===== src/rtl/scan_tap_pkg.sv =====
package scan_tap_pkg;

    localparam int IR_W = 4;

    typedef enum logic [3:0] {
        ST_RESET, ST_IDLE,
        ST_SEL_DR, ST_CAP_DR, ST_SHF_DR, ST_EX1_DR, ST_PAU_DR, ST_EX2_DR, ST_UPD_DR,
        ST_SEL_IR, ST_CAP_IR, ST_SHF_IR, ST_EX1_IR, ST_PAU_IR, ST_EX2_IR, ST_UPD_IR
    } tap_state_e;

    typedef enum logic [1:0] {
        PM_FUNC  = 2'b00,
        PM_DRIVE = 2'b01,
        PM_FLOAT = 2'b10
    } pin_mode_e;

    typedef enum logic [1:0] {
        DR_IDENT = 2'd0,
        DR_BYP   = 2'd1,
        DR_CHAIN = 2'd2
    } dr_sel_e;

    typedef struct packed {
        dr_sel_e   dr;
        pin_mode_e pmode;
        logic      func_rst;
        logic      flash_en;
        logic      fwd;
        logic      upd_ok;
    } ir_ctrl_t;

    localparam logic [IR_W-1:0] OP_IDENT      = 4'b0000;
    localparam logic [IR_W-1:0] OP_SNAP_LOAD  = 4'b0010;
    localparam logic [IR_W-1:0] OP_SNAP       = 4'b0011;
    localparam logic [IR_W-1:0] OP_PIN_DRIVE  = 4'b0100;
    localparam logic [IR_W-1:0] OP_FWD_A      = 4'b1000;
    localparam logic [IR_W-1:0] OP_PIN_FLOAT  = 4'b1001;
    localparam logic [IR_W-1:0] OP_FWD_B      = 4'b1010;
    localparam logic [IR_W-1:0] OP_FWD_C      = 4'b1011;
    localparam logic [IR_W-1:0] OP_PIN_HOLD   = 4'b1100;
    localparam logic [IR_W-1:0] OP_FLASH_PORT = 4'b1101;
    localparam logic [IR_W-1:0] OP_FWD_D      = 4'b1110;
    localparam logic [IR_W-1:0] OP_BYPASS     = 4'b1111;

    localparam logic [IR_W-1:0] IR_CAPTURE_PAT = 4'b0001;

endpackage


===== src/rtl/tap_fsm.sv =====
module tap_fsm
    import scan_tap_pkg::*;
(
    input  logic       tck,
    input  logic       trst_n,
    input  logic       tms,
    output tap_state_e state,
    output logic       in_reset,
    output logic       cap_ir,
    output logic       shf_ir,
    output logic       upd_ir,
    output logic       cap_dr,
    output logic       shf_dr,
    output logic       upd_dr
);

    tap_state_e nxt;

    always_ff @(posedge tck or negedge trst_n) begin
        if (!trst_n) state <= ST_RESET;
        else         state <= nxt;
    end

    always_comb begin
        unique case (state)
            ST_RESET:  nxt = tms ? ST_RESET  : ST_IDLE;
            ST_IDLE:   nxt = tms ? ST_SEL_DR : ST_IDLE;
            ST_SEL_DR: nxt = tms ? ST_SEL_IR : ST_CAP_DR;
            ST_CAP_DR: nxt = tms ? ST_EX1_DR : ST_SHF_DR;
            ST_SHF_DR: nxt = tms ? ST_EX1_DR : ST_SHF_DR;
            ST_EX1_DR: nxt = tms ? ST_UPD_DR : ST_PAU_DR;
            ST_PAU_DR: nxt = tms ? ST_EX2_DR : ST_PAU_DR;
            ST_EX2_DR: nxt = tms ? ST_UPD_DR : ST_SHF_DR;
            ST_UPD_DR: nxt = tms ? ST_SEL_DR : ST_IDLE;
            ST_SEL_IR: nxt = tms ? ST_RESET  : ST_CAP_IR;
            ST_CAP_IR: nxt = tms ? ST_EX1_IR : ST_SHF_IR;
            ST_SHF_IR: nxt = tms ? ST_EX1_IR : ST_SHF_IR;
            ST_EX1_IR: nxt = tms ? ST_UPD_IR : ST_PAU_IR;
            ST_PAU_IR: nxt = tms ? ST_EX2_IR : ST_PAU_IR;
            ST_EX2_IR: nxt = tms ? ST_UPD_IR : ST_SHF_IR;
            ST_UPD_IR: nxt = tms ? ST_SEL_DR : ST_IDLE;
            default:   nxt = ST_RESET;
        endcase
    end

    // Action strobes: each acts on the rising edge that leaves the state.
    always_comb begin
        in_reset = (state == ST_RESET);
        cap_ir   = (state == ST_CAP_IR);
        shf_ir   = (state == ST_SHF_IR);
        upd_ir   = (state == ST_UPD_IR);
        cap_dr   = (state == ST_CAP_DR);
        shf_dr   = (state == ST_SHF_DR);
        upd_dr   = (state == ST_UPD_DR);
    end

    // five consecutive high mode-select samples always land in reset.
    assert_tms5_reset_R1: assert property (@(posedge tck) disable iff (!trst_n)
        ($past(tms, 1) && $past(tms, 2) && $past(tms, 3) && $past(tms, 4) && $past(tms, 5))
        |-> (state == ST_RESET));

endmodule


===== src/rtl/tap_ir_decode.sv =====
module tap_ir_decode
    import scan_tap_pkg::*;
(
    input  logic [IR_W-1:0] ir,
    output ir_ctrl_t        ctrl
);

    always_comb begin
        ctrl = '{dr: DR_BYP, pmode: PM_FUNC, func_rst: 1'b0,
                 flash_en: 1'b0, fwd: 1'b0, upd_ok: 1'b0};
        unique case (ir)
            OP_IDENT:      ctrl.dr = DR_IDENT;
            OP_SNAP_LOAD: begin
                ctrl.dr     = DR_CHAIN;
                ctrl.upd_ok = 1'b1;
            end
            OP_SNAP:       ctrl.dr = DR_CHAIN;
            OP_PIN_DRIVE: begin
                ctrl.dr       = DR_CHAIN;
                ctrl.upd_ok   = 1'b1;
                ctrl.pmode    = PM_DRIVE;
                ctrl.func_rst = 1'b1;
            end
            OP_PIN_FLOAT: begin
                ctrl.pmode    = PM_FLOAT;
                ctrl.func_rst = 1'b1;
            end
            OP_PIN_HOLD: begin
                ctrl.pmode    = PM_DRIVE;
                ctrl.func_rst = 1'b1;
            end
            OP_FLASH_PORT: begin
                ctrl.flash_en = 1'b1;
                ctrl.func_rst = 1'b1;
            end
            OP_FWD_A, OP_FWD_B, OP_FWD_C, OP_FWD_D: ctrl.fwd = 1'b1;
            default: ;
        endcase
    end

    // a pin override never comes without a functional reset request.
    always_comb begin
        if (ctrl.pmode != PM_FUNC)
            assert_override_has_reset_R7: assert (ctrl.func_rst);
    end

endmodule


===== src/rtl/bscan_chain.sv =====
module bscan_chain #(
    parameter int NPINS = 8
) (
    input  logic             tck,
    input  logic             trst_n,
    input  logic             cap_en,
    input  logic             shf_en,
    input  logic             upd_en,
    input  logic             tdi,
    input  logic [NPINS-1:0] cap_in,
    output logic             so,
    output logic [NPINS-1:0] upd_q
);

    logic [NPINS-1:0] sh_q;
    logic [NPINS-1:0] sh_src;

    generate
        for (genvar i = 0; i < NPINS; i++) begin : g_cell
            if (i == NPINS - 1) begin : g_head
                assign sh_src[i] = tdi;
            end else begin : g_body
                assign sh_src[i] = sh_q[i+1];
            end

            always_ff @(posedge tck or negedge trst_n) begin
                if (!trst_n) begin
                    sh_q[i]  <= 1'b0;
                    upd_q[i] <= 1'b0;
                end else begin
                    if (cap_en)      sh_q[i] <= cap_in[i];
                    else if (shf_en) sh_q[i] <= sh_src[i];
                    if (upd_en)      upd_q[i] <= sh_q[i];
                end
            end
        end
    endgenerate

    assign so = sh_q[0];

    // update stage moves only on an enabled update edge.
    assert_upd_hold_R6: assert property (@(posedge tck) disable iff (!trst_n)
        !$past(upd_en) |-> $stable(upd_q));

endmodule


===== src/rtl/scan_tap_ctrl.sv =====
module scan_tap_ctrl
    import scan_tap_pkg::*;
#(
    parameter int          NPINS    = 8,
    parameter logic [31:0] ID_VALUE = 32'h0C3A_5E92
) (
    input  logic             tck,
    input  logic             trst_n,
    input  logic             tms,
    input  logic             tdi,
    input  logic [NPINS-1:0] bsr_cap_in,
    output logic             tdo,
    output logic             tdo_en,
    output logic [NPINS-1:0] bsr_upd,
    output logic [1:0]       pin_mode,
    output logic             func_reset,
    output logic             flash_port_en,
    output logic             dbg_forward
);

    localparam int          ID_W   = 32;
    localparam logic [ID_W-1:0] ID_EFF = {ID_VALUE[ID_W-1:1], 1'b1};

    tap_state_e      state;
    logic            in_reset, cap_ir, shf_ir, upd_ir, cap_dr, shf_dr, upd_dr;
    logic [IR_W-1:0] ir_q, ir_sh;
    logic [ID_W-1:0] id_sh;
    logic            byp_q;
    logic            chain_so;
    logic            dr_bit;
    ir_ctrl_t        ctrl;

    tap_fsm u_fsm (
        .tck      (tck),
        .trst_n   (trst_n),
        .tms      (tms),
        .state    (state),
        .in_reset (in_reset),
        .cap_ir   (cap_ir),
        .shf_ir   (shf_ir),
        .upd_ir   (upd_ir),
        .cap_dr   (cap_dr),
        .shf_dr   (shf_dr),
        .upd_dr   (upd_dr)
    );

    tap_ir_decode u_dec (
        .ir   (ir_q),
        .ctrl (ctrl)
    );

    bscan_chain #(.NPINS(NPINS)) u_chain (
        .tck    (tck),
        .trst_n (trst_n),
        .cap_en (cap_dr && ctrl.dr == DR_CHAIN),
        .shf_en (shf_dr && ctrl.dr == DR_CHAIN),
        .upd_en (upd_dr && ctrl.upd_ok),
        .tdi    (tdi),
        .cap_in (bsr_cap_in),
        .so     (chain_so),
        .upd_q  (bsr_upd)
    );

    // Instruction path: shift stage and current instruction.
    always_ff @(posedge tck or negedge trst_n) begin
        if (!trst_n) begin
            ir_sh <= IR_CAPTURE_PAT;
            ir_q  <= OP_IDENT;
        end else begin
            if (cap_ir)      ir_sh <= IR_CAPTURE_PAT;
            else if (shf_ir) ir_sh <= {tdi, ir_sh[IR_W-1:1]};
            if (in_reset)    ir_q  <= OP_IDENT;
            else if (upd_ir) ir_q  <= ir_sh;
        end
    end

    // Identification and bypass data registers.
    always_ff @(posedge tck or negedge trst_n) begin
        if (!trst_n) begin
            id_sh <= ID_EFF;
            byp_q <= 1'b0;
        end else begin
            if (ctrl.dr == DR_IDENT) begin
                if (cap_dr)      id_sh <= ID_EFF;
                else if (shf_dr) id_sh <= {tdi, id_sh[ID_W-1:1]};
            end
            if (ctrl.dr == DR_BYP) begin
                if (cap_dr)      byp_q <= 1'b0;
                else if (shf_dr) byp_q <= tdi;
            end
        end
    end

    always_comb begin
        unique case (ctrl.dr)
            DR_IDENT: dr_bit = id_sh[0];
            DR_CHAIN: dr_bit = chain_so;
            default:  dr_bit = byp_q;
        endcase
    end

    // Serial output, retimed to the falling edge.
    always_ff @(negedge tck or negedge trst_n) begin
        if (!trst_n) begin
            tdo    <= 1'b0;
            tdo_en <= 1'b0;
        end else begin
            tdo_en <= shf_ir || shf_dr;
            tdo    <= shf_ir ? ir_sh[0] : (shf_dr ? dr_bit : 1'b0);
        end
    end

    assign pin_mode      = ctrl.pmode;
    assign func_reset    = ctrl.func_rst;
    assign flash_port_en = ctrl.flash_en;
    assign dbg_forward   = ctrl.fwd;

    // capture loads the fixed pattern into the instruction shift stage.
    assert_ir_capture_R2: assert property (@(posedge tck) disable iff (!trst_n)
        ($past(state) == ST_CAP_IR) |-> (ir_sh == IR_CAPTURE_PAT));

    // instruction changes only via Update-IR or reset.
    assert_ir_update_only_R3: assert property (@(posedge tck) disable iff (!trst_n)
        (ir_q != $past(ir_q)) |-> ($past(state) == ST_UPD_IR || $past(state) == ST_RESET));

    // leaving reset always leaves the identification instruction.
    assert_reset_ident_R1: assert property (@(posedge tck) disable iff (!trst_n)
        ($past(state) == ST_RESET) |-> (ir_q == OP_IDENT));

    // bypass stage captures zero.
    assert_bypass_capture_R5: assert property (@(posedge tck) disable iff (!trst_n)
        ($past(state) == ST_CAP_DR && $past(ctrl.dr) == DR_BYP) |-> !byp_q);

    // output enable only during a shift state.
    assert_tdo_en_shift_R12: assert property (@(posedge tck) disable iff (!trst_n)
        tdo_en |-> (state == ST_SHF_IR || state == ST_SHF_DR));

endmodule


===== config.mk =====
export PLATFORM = sky130hd
export DESIGN_NAME = scan_tap_ctrl
export DESIGN_NICKNAME = d
export VERILOG_FILES = /design/src/rtl/scan_tap_pkg.sv /design/src/rtl/tap_fsm.sv /design/src/rtl/tap_ir_decode.sv /design/src/rtl/bscan_chain.sv /design/src/rtl/scan_tap_ctrl.sv
export SDC_FILE = /design/constraint.sdc
export NUM_CORES = 1
export LEC_CHECK = 0
export ABC_CLOCK_PERIOD_IN_PS = 2500
export BUFFER_PORTS_ARGS = -buffer_cell sky130_fd_sc_hd__buf_2
export CELL_PAD_IN_SITES_DETAIL_PLACEMENT = 1
export CELL_PAD_IN_SITES_GLOBAL_PLACEMENT = 2
export CORE_MARGIN = 3
export CORE_UTILIZATION = 40
export DETAILED_ROUTE_END_ITERATION = 10
export GPL_TIMING_DRIVEN = 0
export PLACE_DENSITY_LB_ADDON = 0.1
export SYNTH_ARGS = -nofsm -noshare
export SYNTH_HDL_FRONTEND = slang
export SYNTH_SLANG_ARGS = --single-unit

===== constraint.sdc =====
create_clock -name tck -period 2.5 [get_ports tck]
set_input_delay 0.625 -clock tck [delete_from_list [all_inputs] [get_ports tck]]
set_output_delay 0.625 -clock tck [all_outputs]
set_load 0.01 [all_outputs]

==> impl_summary.log, run 1 <==
INFO  metric power.share.sequential = 40.1%
INFO  metric critical_path.slowest_cell = sky130_fd_sc_hd__dfrtn_1
INFO  metric timing.max_slew.rel_slack = 46.5%
INFO  metric worst_ep_arrival_time = 2080 ps
INFO  metric finalSetupViolations = 3
INFO  metric globalRouteOverflowTotal = 0
INFO  metric initial_antenna_violation_count = 0
INFO  metric total_power = 4.47 mW
INFO  metric critical_path_peak_fanout = 1
INFO  metric initial_core_util = 41.9%
INFO  metric critPathTopFamily = flip-flops
INFO  metric power_frac_clock = 18.8%
INFO  metric cts_tree = built
INFO  metric routed_wirelength = 6840 um
INFO  metric setup.reg_to_reg.worst_slack = -160 ps
INFO  metric cts_buffers = 9
INFO  metric cts.clk_slew.worst_paths = 70 ps
INFO  metric die_w = 91.1 um
INFO  metric status = finished with violations
INFO  metric finalNetCount = 359
INFO  metric yosysWarnings = 0
INFO  metric post_synth.cell_area_avg = 9.37 um2
INFO  metric clk_latency = 330 ps
INFO  metric worst_slew_pin_slew = 802 ps
INFO  metric p_switching = 1.75 mW
INFO  metric p_int = 2.71 mW
INFO  metric design.die.area = 8290 um2
INFO  metric rr_endpoint = tdo
INFO  metric rows = 30
INFO  metric static-leakage-power = 1.55 nW
INFO  metric flow.area_growth_from_synthesis = 16.9%
INFO  metric failing_checks = negative setup slack
INFO  metric io_pins = 27
INFO  metric worstSetupEndpointType = output port
INFO  metric final-max-slew-violation-count = 0
INFO  metric synth_nets = 321
INFO  metric place.port_buffers = 25
INFO  metric clk_path_buf_depth = 2
INFO  metric min-delay-path-class = in2async
INFO  metric drt_first_pass_iters = 5
INFO  metric worst-setup-path-type = reg2out
INFO  metric timing.critical_path.buf_inv = 1
INFO  metric worst_hold_slack = 382 ps
INFO  metric postSynthCellCount = 309
INFO  metric critical_path_required = 1880 ps
INFO  metric drc = 0
INFO  metric timing.critical_path.from_type = register
INFO  metric crit_chain = buf_2
INFO  metric synth.cell_area = 2890 um2
INFO  metric post_drt_wl_per_cell = 15.3 um
INFO  metric vias = 2335
INFO  metric number_of_cells_on_the_worst_reg_to_reg_path = 5
INFO  metric power.ir.vdd_worst = 0.000518 V
INFO  metric maxCapViolCount = 0
INFO  metric ctsHoldBuffers = 0
INFO  metric critical_path.max_stage_delay = 390 ps
INFO  metric largest_net_degree_at_the_start_of_global_routing = 64
INFO  metric comb_power_share = 41.1%
INFO  metric antenna_cells = 0
INFO  metric drive_gt1_share = 24.1%
INFO  metric place_congestion = 0.755
INFO  metric drt_first_iter_violations = 56
INFO  metric count_of_flip_flops_with_a_built_in_enable_after_synthesis = 0
INFO  metric groute.usage.overall = 17.3%
INFO  metric timing.clock.skew = 16.6 ps
INFO  metric route.detailed.vias_per_inst = 5.21
INFO  metric power_per_cell_area = 1320 nW/um2
INFO  metric global_route_wire_length_before_repair = 11300 um
INFO  metric grt_pass1_vias = 2311
INFO  metric swShare = 39.2%
INFO  metric synth_async_sr_flop_share = 100%
INFO  metric core_area = 6910 um2
INFO  metric postLayoutSetupSlackWorst = -206 ps
INFO  metric die-height = 91.1 um
INFO  metric synth_seq_cells = 63
INFO  metric synthFlopType = sky130_fd_sc_hd__dfrtp_1
INFO  metric r2r_start = ir_q[0]
INFO  metric yosysSeqAreaShare = 55.2%
INFO  metric tritoncts_num_sinks = 63
INFO  metric number_of_distinct_standard_cells_referenced_by_the_synthesized_netlist = 43
INFO  metric dp.final_hpwl = 4630 um
INFO  metric cts.htree.levels = 3
INFO  metric route.antenna.remaining_nets = 0
INFO  metric grt_setup_unrepaired = true
INFO  metric cts.root.buffer_cell = sky130_fd_sc_hd__clkbuf_8
INFO  metric timing_hold_violations_final = 0
-- cells in the mapped netlist (all sizes together), types with 2 or more instances --
| master | number | area (um2) |
|---|---|---|
| a21oi | 9 | 45.0 |
| inv | 4 | 15.0 |
| nand4 | 2 | 12.5 |
| mux2i | 9 | 90.1 |
| dfrtp | 45 | 1130 |
| nor3b | 2 | 15.0 |
| or3 | 2 | 12.5 |
| mux2 | 9 | 101 |
| clkbuf | 12 | 45.0 |
| o211ai | 2 | 20.0 |
| dfstp | 16 | 420 |
| o22ai | 5 | 31.3 |
| nand2b | 3 | 18.8 |
| nor2b | 4 | 25.0 |
| and3 | 2 | 12.5 |
| nor3 | 2 | 15.0 |
| o21ai | 53 | 265 |
| a22oi | 2 | 15.0 |
| nor2 | 28 | 105 |
| dfrtn | 2 | 50.1 |
| buf | 11 | 62.6 |
| nand2 | 70 | 263 |
-- metal layers --
metal,routed length [um],track usage [%]
met3,174,2.82
met4,127,9.05
met5,0,0
met2,3170,26.5
met1,3370,23.5
-- layout by cell type, fill, tap and decap left out, types with 2 or more instances in the layout --
master	netlist	layout
sky130_fd_sc_hd__and3_1	2	2
sky130_fd_sc_hd__a21oi_1	9	9
sky130_fd_sc_hd__buf_2	8	29
sky130_fd_sc_hd__nand2_1	70	70
sky130_fd_sc_hd__dfrtp_1	45	43
sky130_fd_sc_hd__clkbuf_1	12	16
sky130_fd_sc_hd__or3_1	2	2
sky130_fd_sc_hd__o22ai_1	5	5
sky130_fd_sc_hd__mux2_2	9	8
sky130_fd_sc_hd__buf_4	1	6
sky130_fd_sc_hd__nor2b_1	4	3
sky130_fd_sc_hd__inv_1	4	4
sky130_fd_sc_hd__clkbuf_8	0	9
sky130_fd_sc_hd__nand4_1	2	2
sky130_fd_sc_hd__dfrtp_2	0	2
sky130_fd_sc_hd__mux2i_1	9	9
sky130_fd_sc_hd__nor2_1	28	28
sky130_fd_sc_hd__nor3b_1	2	2
sky130_fd_sc_hd__o21ai_0	51	50
sky130_fd_sc_hd__o21ai_1	2	3
sky130_fd_sc_hd__buf_6	1	4
sky130_fd_sc_hd__nand2b_1	3	3
sky130_fd_sc_hd__dfrtn_1	2	2
sky130_fd_sc_hd__dfstp_2	16	16
-- state kept, by name, summed over array words and instances, names as in the netlist --
signal         cells
byp_q              1
id_sh             32
ir_q               4
ir_sh              4
tdo                1
tdo_en             1
u_chain.sh_q       7
u_chain.so         1
u_chain.upd_q      8
u_fsm.state        4
-- what timing repair did --
| item | CTS | global route |
|---|---|---|
| endpoints found under the setup margin | 4 | 4 |
| pin swaps | 1 | 2 |
| buffers inserted | 0 | 4 |
| resized for setup | 6 | 8 |
-- cell families (layout without fill, tap and decap cells) --
group	Yosys count	after routing	synth area share (%)
compound gates	79	79	15.5
xor+xnor	1	1	0.303
buf+inv	27	70	4.24
flops	63	63	55.2
mux	18	18	6.62
simple gates	121	121	18.2
-- area by class of cell --
cell class | instances | area (um2)
Tap cell | 96 | 120
Clock inverter | 2 | 35.0
Clock buffer | 14 | 143
Sequential cell | 63 | 1600
Fill cell | 834 | 3520
Multi-Input combinational cell | 219 | 1190
Buffer | 21 | 119
Timing Repair Buffer | 29 | 158
Inverter | 4 | 15.0
-- power groups by stage --
stage | clock [mW] | combinational [mW] | sequential (mW)
finish | 0.840 | 1.84 | 1.79
global route | 0.920 | 2.09 | 1.85
global placement | 0 | 1.74 | 1.76
CTS | 0.868 | 1.77 | 1.80
floorplan | 0 | 1.29 | 1.72
detailed placement | 0 | 1.78 | 1.77
-- how the worst max path moves through the flow --
stage                         from     end  slack [ps]  depth (start not counted)
CTS                         tdo_en  tdo_en        -220                          1
global route               ir_q[0]     tdo        -240                          5
floorplan                  ir_q[2]     tdo         -30                          5
detailed placement  u_fsm.state[0]     tdo        -210                          3
global placement            trst_n  tdo_en        -590                          1
finish                      tdo_en  tdo_en        -210                          1
-- through the flow --
stage | area (um2) | setup TNS, ps | util (%) | setup slack (ps) | instances
final | 3380 | -561 | 49.0 | -206 | 448
after global routing | 3380 | -697 | 49.0 | -244 | 448
after CTS | 3340 | -577 | 48.3 | -223 | 444
after detailed placement | 3150 | -286 | 45.7 | -209 | 430
after global placement | 3150 | -1470 | 45.6 | -586 | 430
after floorplan | 2910 | -25.4 | - | -25.4 | 309
No activity file was read; power rests on OpenSTA's default activity.
==> inputs of run 2 (changes only) <==
--- a/config.mk
+++ b/config.mk
@@ -6,11 +6,12 @@
 export NUM_CORES = 1
 export LEC_CHECK = 0
 export ABC_CLOCK_PERIOD_IN_PS = 2500
-export BUFFER_PORTS_ARGS = -buffer_cell sky130_fd_sc_hd__buf_2
+export BUFFER_PORTS_ARGS = -buffer_cell sky130_fd_sc_hd__buf_4
 export CELL_PAD_IN_SITES_DETAIL_PLACEMENT = 1
 export CELL_PAD_IN_SITES_GLOBAL_PLACEMENT = 2
 export CORE_MARGIN = 3
 export CORE_UTILIZATION = 40
+export CTS_CLUSTER_SIZE = 16
 export DETAILED_ROUTE_END_ITERATION = 10
 export GPL_TIMING_DRIVEN = 0
 export PLACE_DENSITY_LB_ADDON = 0.1
==> run 2 against run 1 <==
  * The flow still finishes with violations (negative setup slack)
  * Combinational power is 9% higher
  * Clock-buffer cell count is 1 lower
  * Via count is 0.30% higher
  * Largest cell class unchanged
  * Largest power group unchanged
  * Highest routed layer unchanged
==> impl_summary.log, run 2 (synthesized netlist as in run 1, its figures left out) <==
INFO  metric status = finished with violations
INFO  metric failing_checks = negative setup slack
INFO  metric cts.clk_slew.worst_paths = 70 ps
INFO  metric place_congestion = 0.755
INFO  metric timing_hold_violations_final = 0
INFO  metric worst-setup-path-type = reg2out
INFO  metric preCtsSetupSlack = -136 ps
INFO  metric clk_path_buf_depth = 2
INFO  metric finalSetupViolations = 3
INFO  metric critPathTopFamily = flip-flops
INFO  metric groute.usage.overall = 17.9%
INFO  metric top_register = id_sh
INFO  metric drive_gt1_share = 27.0%
INFO  metric io_pins = 27
INFO  metric maxCapViolCount = 0
INFO  metric grt_setup_unrepaired = true
INFO  metric die_w = 91.1 um
INFO  metric static-leakage-power = 1.62 nW
INFO  metric dp.final_hpwl = 4640 um
INFO  metric worst_ep_arrival_time = 2100 ps
INFO  metric die-height = 91.1 um
INFO  metric mostFrequentLayoutCells = sky130_fd_sc_hd__nand2_1 (70), sky130_fd_sc_hd__o21ai_0 (50), sky130_fd_sc_hd__dfrtp_1 (42)
INFO  metric cts_buffers = 9
INFO  metric rows = 30
INFO  metric cts.htree.levels = 3
INFO  metric timing.critical_path.buf_inv = 1
INFO  metric reg.largest.list = id_sh (32), u_chain.upd_q (8), u_chain.sh_q (7)
INFO  metric power.ir.vdd_worst = 0.000541 V
INFO  metric initial_core_util = 41.9%
INFO  metric final_common_cell = sky130_fd_sc_hd__nand2_1
INFO  metric timing.max_slew.rel_slack = 46.8%
INFO  metric cts_tree = built
INFO  metric total_power = 4.80 mW
INFO  metric worstSetupEndpointType = output port
INFO  metric utilization = 51.5%
INFO  metric globalRouteOverflowTotal = 0
INFO  metric largest_net_degree_at_the_start_of_global_routing = 64
INFO  metric flow.area_growth_from_synthesis = 22.9%
INFO  metric antenna_cells = 0
INFO  metric final-max-slew-violation-count = 0
INFO  metric timing.clock.skew = 13.6 ps
INFO  metric global_route_wire_length_before_repair = 11900 um
INFO  metric initial_antenna_violation_count = 0
INFO  metric critical_path_peak_fanout = 1
INFO  metric cts.root.buffer_cell = sky130_fd_sc_hd__clkbuf_8
INFO  metric place.port_buffers = 25
INFO  metric tritoncts_num_sinks = 63
INFO  metric power_per_cell_area = 1350 nW/um2
INFO  metric post_drt_wl_per_cell = 15.5 um
INFO  metric routed_wirelength = 7040 um
INFO  metric drt_first_iter_violations = 99
INFO  metric timing.critical_path.from_type = register
INFO  metric design.die.area = 8290 um2
INFO  metric flip_flop_count_of_the_largest_register_all_copies_and_words_added = 32
INFO  metric worst_slew_pin_slew = 797 ps
INFO  metric postLayoutSetupSlackWorst = -225 ps
INFO  metric vias = 2342
INFO  metric min-delay-path-class = in2async
INFO  metric route.antenna.remaining_nets = 0
INFO  metric grt_pass1_vias = 2362
INFO  metric core_area = 6910 um2
INFO  metric fin_tns_setup = -473 ps
INFO  metric layout.filler_cells = 822
INFO  metric critical_path.slowest_cell = sky130_fd_sc_hd__dfrtn_1
INFO  metric finish.instance_area = 3560 um2
INFO  metric finalNetCount = 366
INFO  metric clk_latency = 330 ps
INFO  metric drt_first_pass_iters = 4
INFO  metric route.detailed.vias_per_inst = 5.15
INFO  metric drc = 0
INFO  metric placement.cell_area = 3210 um2
INFO  metric critical_path_required = 1880 ps
INFO  metric critical_path.max_stage_delay = 420 ps
INFO  metric crit_chain = buf_6
-- run 2: per-layer routing --
| metal | routed length (um) | global-route usage [%] | part of all wire (%) |
|---|---|---|---|
| met5 | 0 | 0 | 0 |
| met4 | 105 | 7.54 | 1.5 |
| met3 | 205 | 3.73 | 2.9 |
| met2 | 3440 | 28.1 | 49 |
| met1 | 3290 | 24.1 | 47 |
-- run 2: worst register-to-register path, cell delays in order (launching register included) --
cell	delay (ps)
sky130_fd_sc_hd__dfrtp_1	380
sky130_fd_sc_hd__buf_6	120
sky130_fd_sc_hd__nor2b_4	120
sky130_fd_sc_hd__a211oi_2	240
sky130_fd_sc_hd__o22a_1	200
sky130_fd_sc_hd__o21ai_1	60
-- run 2: through the flow --
stage	hold slack, ps	cells
2_1_floorplan	329	309
3_3_place_gp	461	430
3_5_place_dp	470	430
4_1_cts	397	449
5_1_grt	414	455
6_report	369	455
-- run 2: final timing paths --
check	startpoint	endpoint	slack [ps]	cells past startpoint
max reg2reg	ir_q[0]	tdo	-40	5
min	trst_n	id_sh[22]	370	1
min reg2reg	id_sh[20]	id_sh[20]	480	2
max in group asynchronous	trst_n	tdo	430	1
max	tdo_en	tdo_en	-230	1
min in group tck	id_sh[20]	id_sh[20]	480	2
-- run 2: timing repair --
action,in CTS,in global routing
hold buffers,0,0
gates resized for setup,9,13
endpoints found under the setup margin,4,4
setup buffers,5,7
pin swaps,1,3
-- run 2: final cells by class --
class,instances,area (um2),area share (%)
clock buffer,13,149,4.19
clock inverter,3,67.6,1.90
inverter,4,15.0,0.422
multi-input combinational,219,1210,34.0
timing repair buffer,37,282,7.92
tap,96,120,3.38
buffer,20,115,3.24
sequential,63,1600,45.0
-- run 2: report_power, final --
part / switching [mW] / internal, mW / leakage (nW) / total [mW]
Sequential: 0.313 / 1.50 / 0.768 / 1.82
Combinational: 1.12 / 0.889 / 0.745 / 2.01
Clock: 0.384 / 0.591 / 0.104 / 0.975
==> inputs of run 3 (changes only) <==
--- a/config.mk
+++ b/config.mk
@@ -9,6 +9,7 @@
 export BUFFER_PORTS_ARGS = -buffer_cell sky130_fd_sc_hd__buf_4
 export CELL_PAD_IN_SITES_DETAIL_PLACEMENT = 1
 export CELL_PAD_IN_SITES_GLOBAL_PLACEMENT = 2
+export CORE_ASPECT_RATIO = 0.8
 export CORE_MARGIN = 3
 export CORE_UTILIZATION = 40
 export CTS_CLUSTER_SIZE = 16
==> run 3 against run 2 <==
  * The run still ends with negative setup slack left
  * Sequential power about the same
  * Power fell by 3.1%
  * Register-to-register slack worse by 130 ps
  * Global-route usage increased by 0.74 points
  * Design area shrank 2.8%
  * Largest cell class unchanged
==> impl_summary.log, run 3 (synthesized netlist as in run 1, its figures left out) <==
INFO  metric flow.area_growth_from_synthesis = 19.5%
INFO  metric post_drt_wl_per_cell = 16.3 um
INFO  metric critical_path_required = 1880 ps
INFO  metric dp.final_hpwl = 4860 um
INFO  metric drive_gt1_share = 25.2%
INFO  metric timing.critical_path.from_type = register
INFO  metric number_of_cells_on_the_worst_reg_to_reg_path = 5
INFO  metric groute.usage.overall = 18.6%
INFO  metric worst-setup-path-type = reg2out
INFO  metric finalSetupViolations = 3
INFO  metric place_inst = 421
INFO  metric fin_tns_setup = -574 ps
INFO  metric route.antenna.remaining_nets = 0
INFO  metric cts.htree.levels = 3
INFO  metric worst_slew_pin_slew = 803 ps
INFO  metric timing_hold_violations_final = 0
INFO  metric postLayoutSetupSlackWorst = -202 ps
INFO  metric finalNetCount = 356
INFO  metric drt_first_pass_iters = 4
INFO  metric grt_pass1_vias = 2331
INFO  metric clk_path_buf_depth = 2
INFO  metric reg.largest.list = id_sh (32), u_chain.upd_q (8), u_chain.sh_q (7)
INFO  metric cts.clk_slew.worst_paths = 80 ps
INFO  metric ctsHoldBuffers = 0
INFO  metric preCtsSetupSlack = -193 ps
INFO  metric io_pins = 27
INFO  metric timing.clock.skew = 17.8 ps
INFO  metric total_power = 4.66 mW
INFO  metric worstSetupEndpointType = output port
INFO  metric place.port_buffers = 25
INFO  metric crit_chain = buf_4
INFO  metric cts.root.buffer_cell = sky130_fd_sc_hd__clkbuf_8
INFO  metric maxCapViolCount = 0
INFO  metric r2r_start = ir_q[0]
INFO  metric min-delay-path-class = in2async
INFO  metric flip_flop_count_of_the_largest_register_all_copies_and_words_added = 32
INFO  metric layout.filler_cells = 825
INFO  metric core_area = 6960 um2
INFO  metric power_per_cell_area = 1350 nW/um2
INFO  metric mostFrequentLayoutCells = sky130_fd_sc_hd__nand2_1 (70), sky130_fd_sc_hd__o21ai_0 (51), sky130_fd_sc_hd__dfrtp_1 (43)
INFO  metric failing_checks = negative setup slack
INFO  metric timing.critical_path.buf_inv = 1
INFO  metric final_common_cell = sky130_fd_sc_hd__nand2_1
INFO  metric critical_path.max_stage_delay = 390 ps
INFO  metric timing.max_slew.rel_slack = 46.4%
INFO  metric final_cell_count_no_fill = 436
INFO  metric routed_wirelength = 7110 um
INFO  metric antenna_cells = 0
INFO  metric largest_net_degree_at_the_start_of_global_routing = 64
INFO  metric place_congestion = 0.803
INFO  metric initial_core_util = 41.6%
INFO  metric grt_setup_unrepaired = true
INFO  metric drc = 0
INFO  metric power.ir.vdd_worst = 0.000499 V
INFO  metric vias = 2295
INFO  metric critPathTopFamily = flip-flops
INFO  metric status = finished with violations
INFO  metric setup.reg_to_reg.worst_slack = -170 ps
INFO  metric clk_latency = 350 ps
INFO  metric globalRouteOverflowTotal = 0
INFO  metric initial_antenna_violation_count = 0
INFO  metric drt_first_iter_violations = 131
INFO  metric route.detailed.vias_per_inst = 5.26
INFO  metric cts_buffers = 9
INFO  metric static-leakage-power = 1.56 nW
INFO  metric cts_tree = built
INFO  metric final-max-slew-violation-count = 0
INFO  metric rr_endpoint = tdo
INFO  metric worst_hold_slack = 353 ps
INFO  metric die-height = 82.1 um
INFO  metric worst_ep_arrival_time = 2080 ps
INFO  metric critical_path.slowest_cell = sky130_fd_sc_hd__dfrtn_1
INFO  metric design.die.area = 8300 um2
INFO  metric critical_path_peak_fanout = 1
INFO  metric top_register = id_sh
INFO  metric rows = 27
INFO  metric global_route_wire_length_before_repair = 11800 um
INFO  metric die_w = 101 um
INFO  metric tritoncts_num_sinks = 63
-- run 3: cell types whose count changed in the layout (fill, tap and decap cells not counted), sizes merged --
| cell | change |
|---|---|
| buf | -11 |
| clkbuf | -3 |
| clkinv | +3 |
| clkinvlp | +1 |
-- run 3: timing repair --
item	CTS	global route
endpoints found under the hold margin	0	0
cloned	0	0
pin swaps	1	2
setup endpoints to repair	4	4
gates resized for setup	5	8
buffers inserted	0	1
-- run 3: report_power, final --
group | internal (mW) | leakage, nW | switching, mW | total [mW]
registers | 1.50 | 0.769 | 0.298 | 1.80
logic | 0.763 | 0.687 | 1.11 | 1.88
clock network | 0.562 | 0.105 | 0.418 | 0.980
total | 2.83 | 1.56 | 1.83 | 4.66
-- run 3: routing by layer --
layer / part of all wire (%) / vias to the layer above / wire (um) / GRT usage (%)
met5: 0 / - / 0 / 0
met4: 0.87 / 0 / 62 / 4.78
met3: 3.6 / 6 / 259 / 5.52
met2: 44 / 29 / 3110 / 27.5
met1: 52 / 1131 / 3680 / 26.7
li1: - / 1129 / - / -
-- run 3: cell type report --
type | instances | area [um2] | share of cell area [%]
clock buffer | 9 | 124 | 3.58
multi-input combinational | 219 | 1200 | 34.8
tap | 87 | 109 | 3.15
buffer | 21 | 115 | 3.33
sequential | 63 | 1600 | 46.3
timing repair buffer | 26 | 195 | 5.65
inverter | 4 | 15.0 | 0.434
clock inverter | 7 | 97.6 | 2.82
-- run 3: through the flow --
| stage | util, % | cell area, um2 |
|---|---|---|
| after global placement | 46.0 | 3200 |
| after global routing | 49.7 | 3460 |
| final | 49.7 | 3460 |
| after CTS | 49.3 | 3430 |
| after detailed placement | 46.0 | 3200 |
| after floorplan | - | 2910 |
-- run 3: how the worst max path moves through the flow --
stage	to	from	depth (start not counted)
2_1_floorplan	tdo	ir_q[2]	5
3_3_place_gp	tdo	ir_q[0]	5
3_5_place_dp	tdo	ir_q[0]	5
4_1_cts	tdo_en	tdo_en	1
5_1_grt	tdo	tdo	1
6_report	tdo_en	tdo_en	1
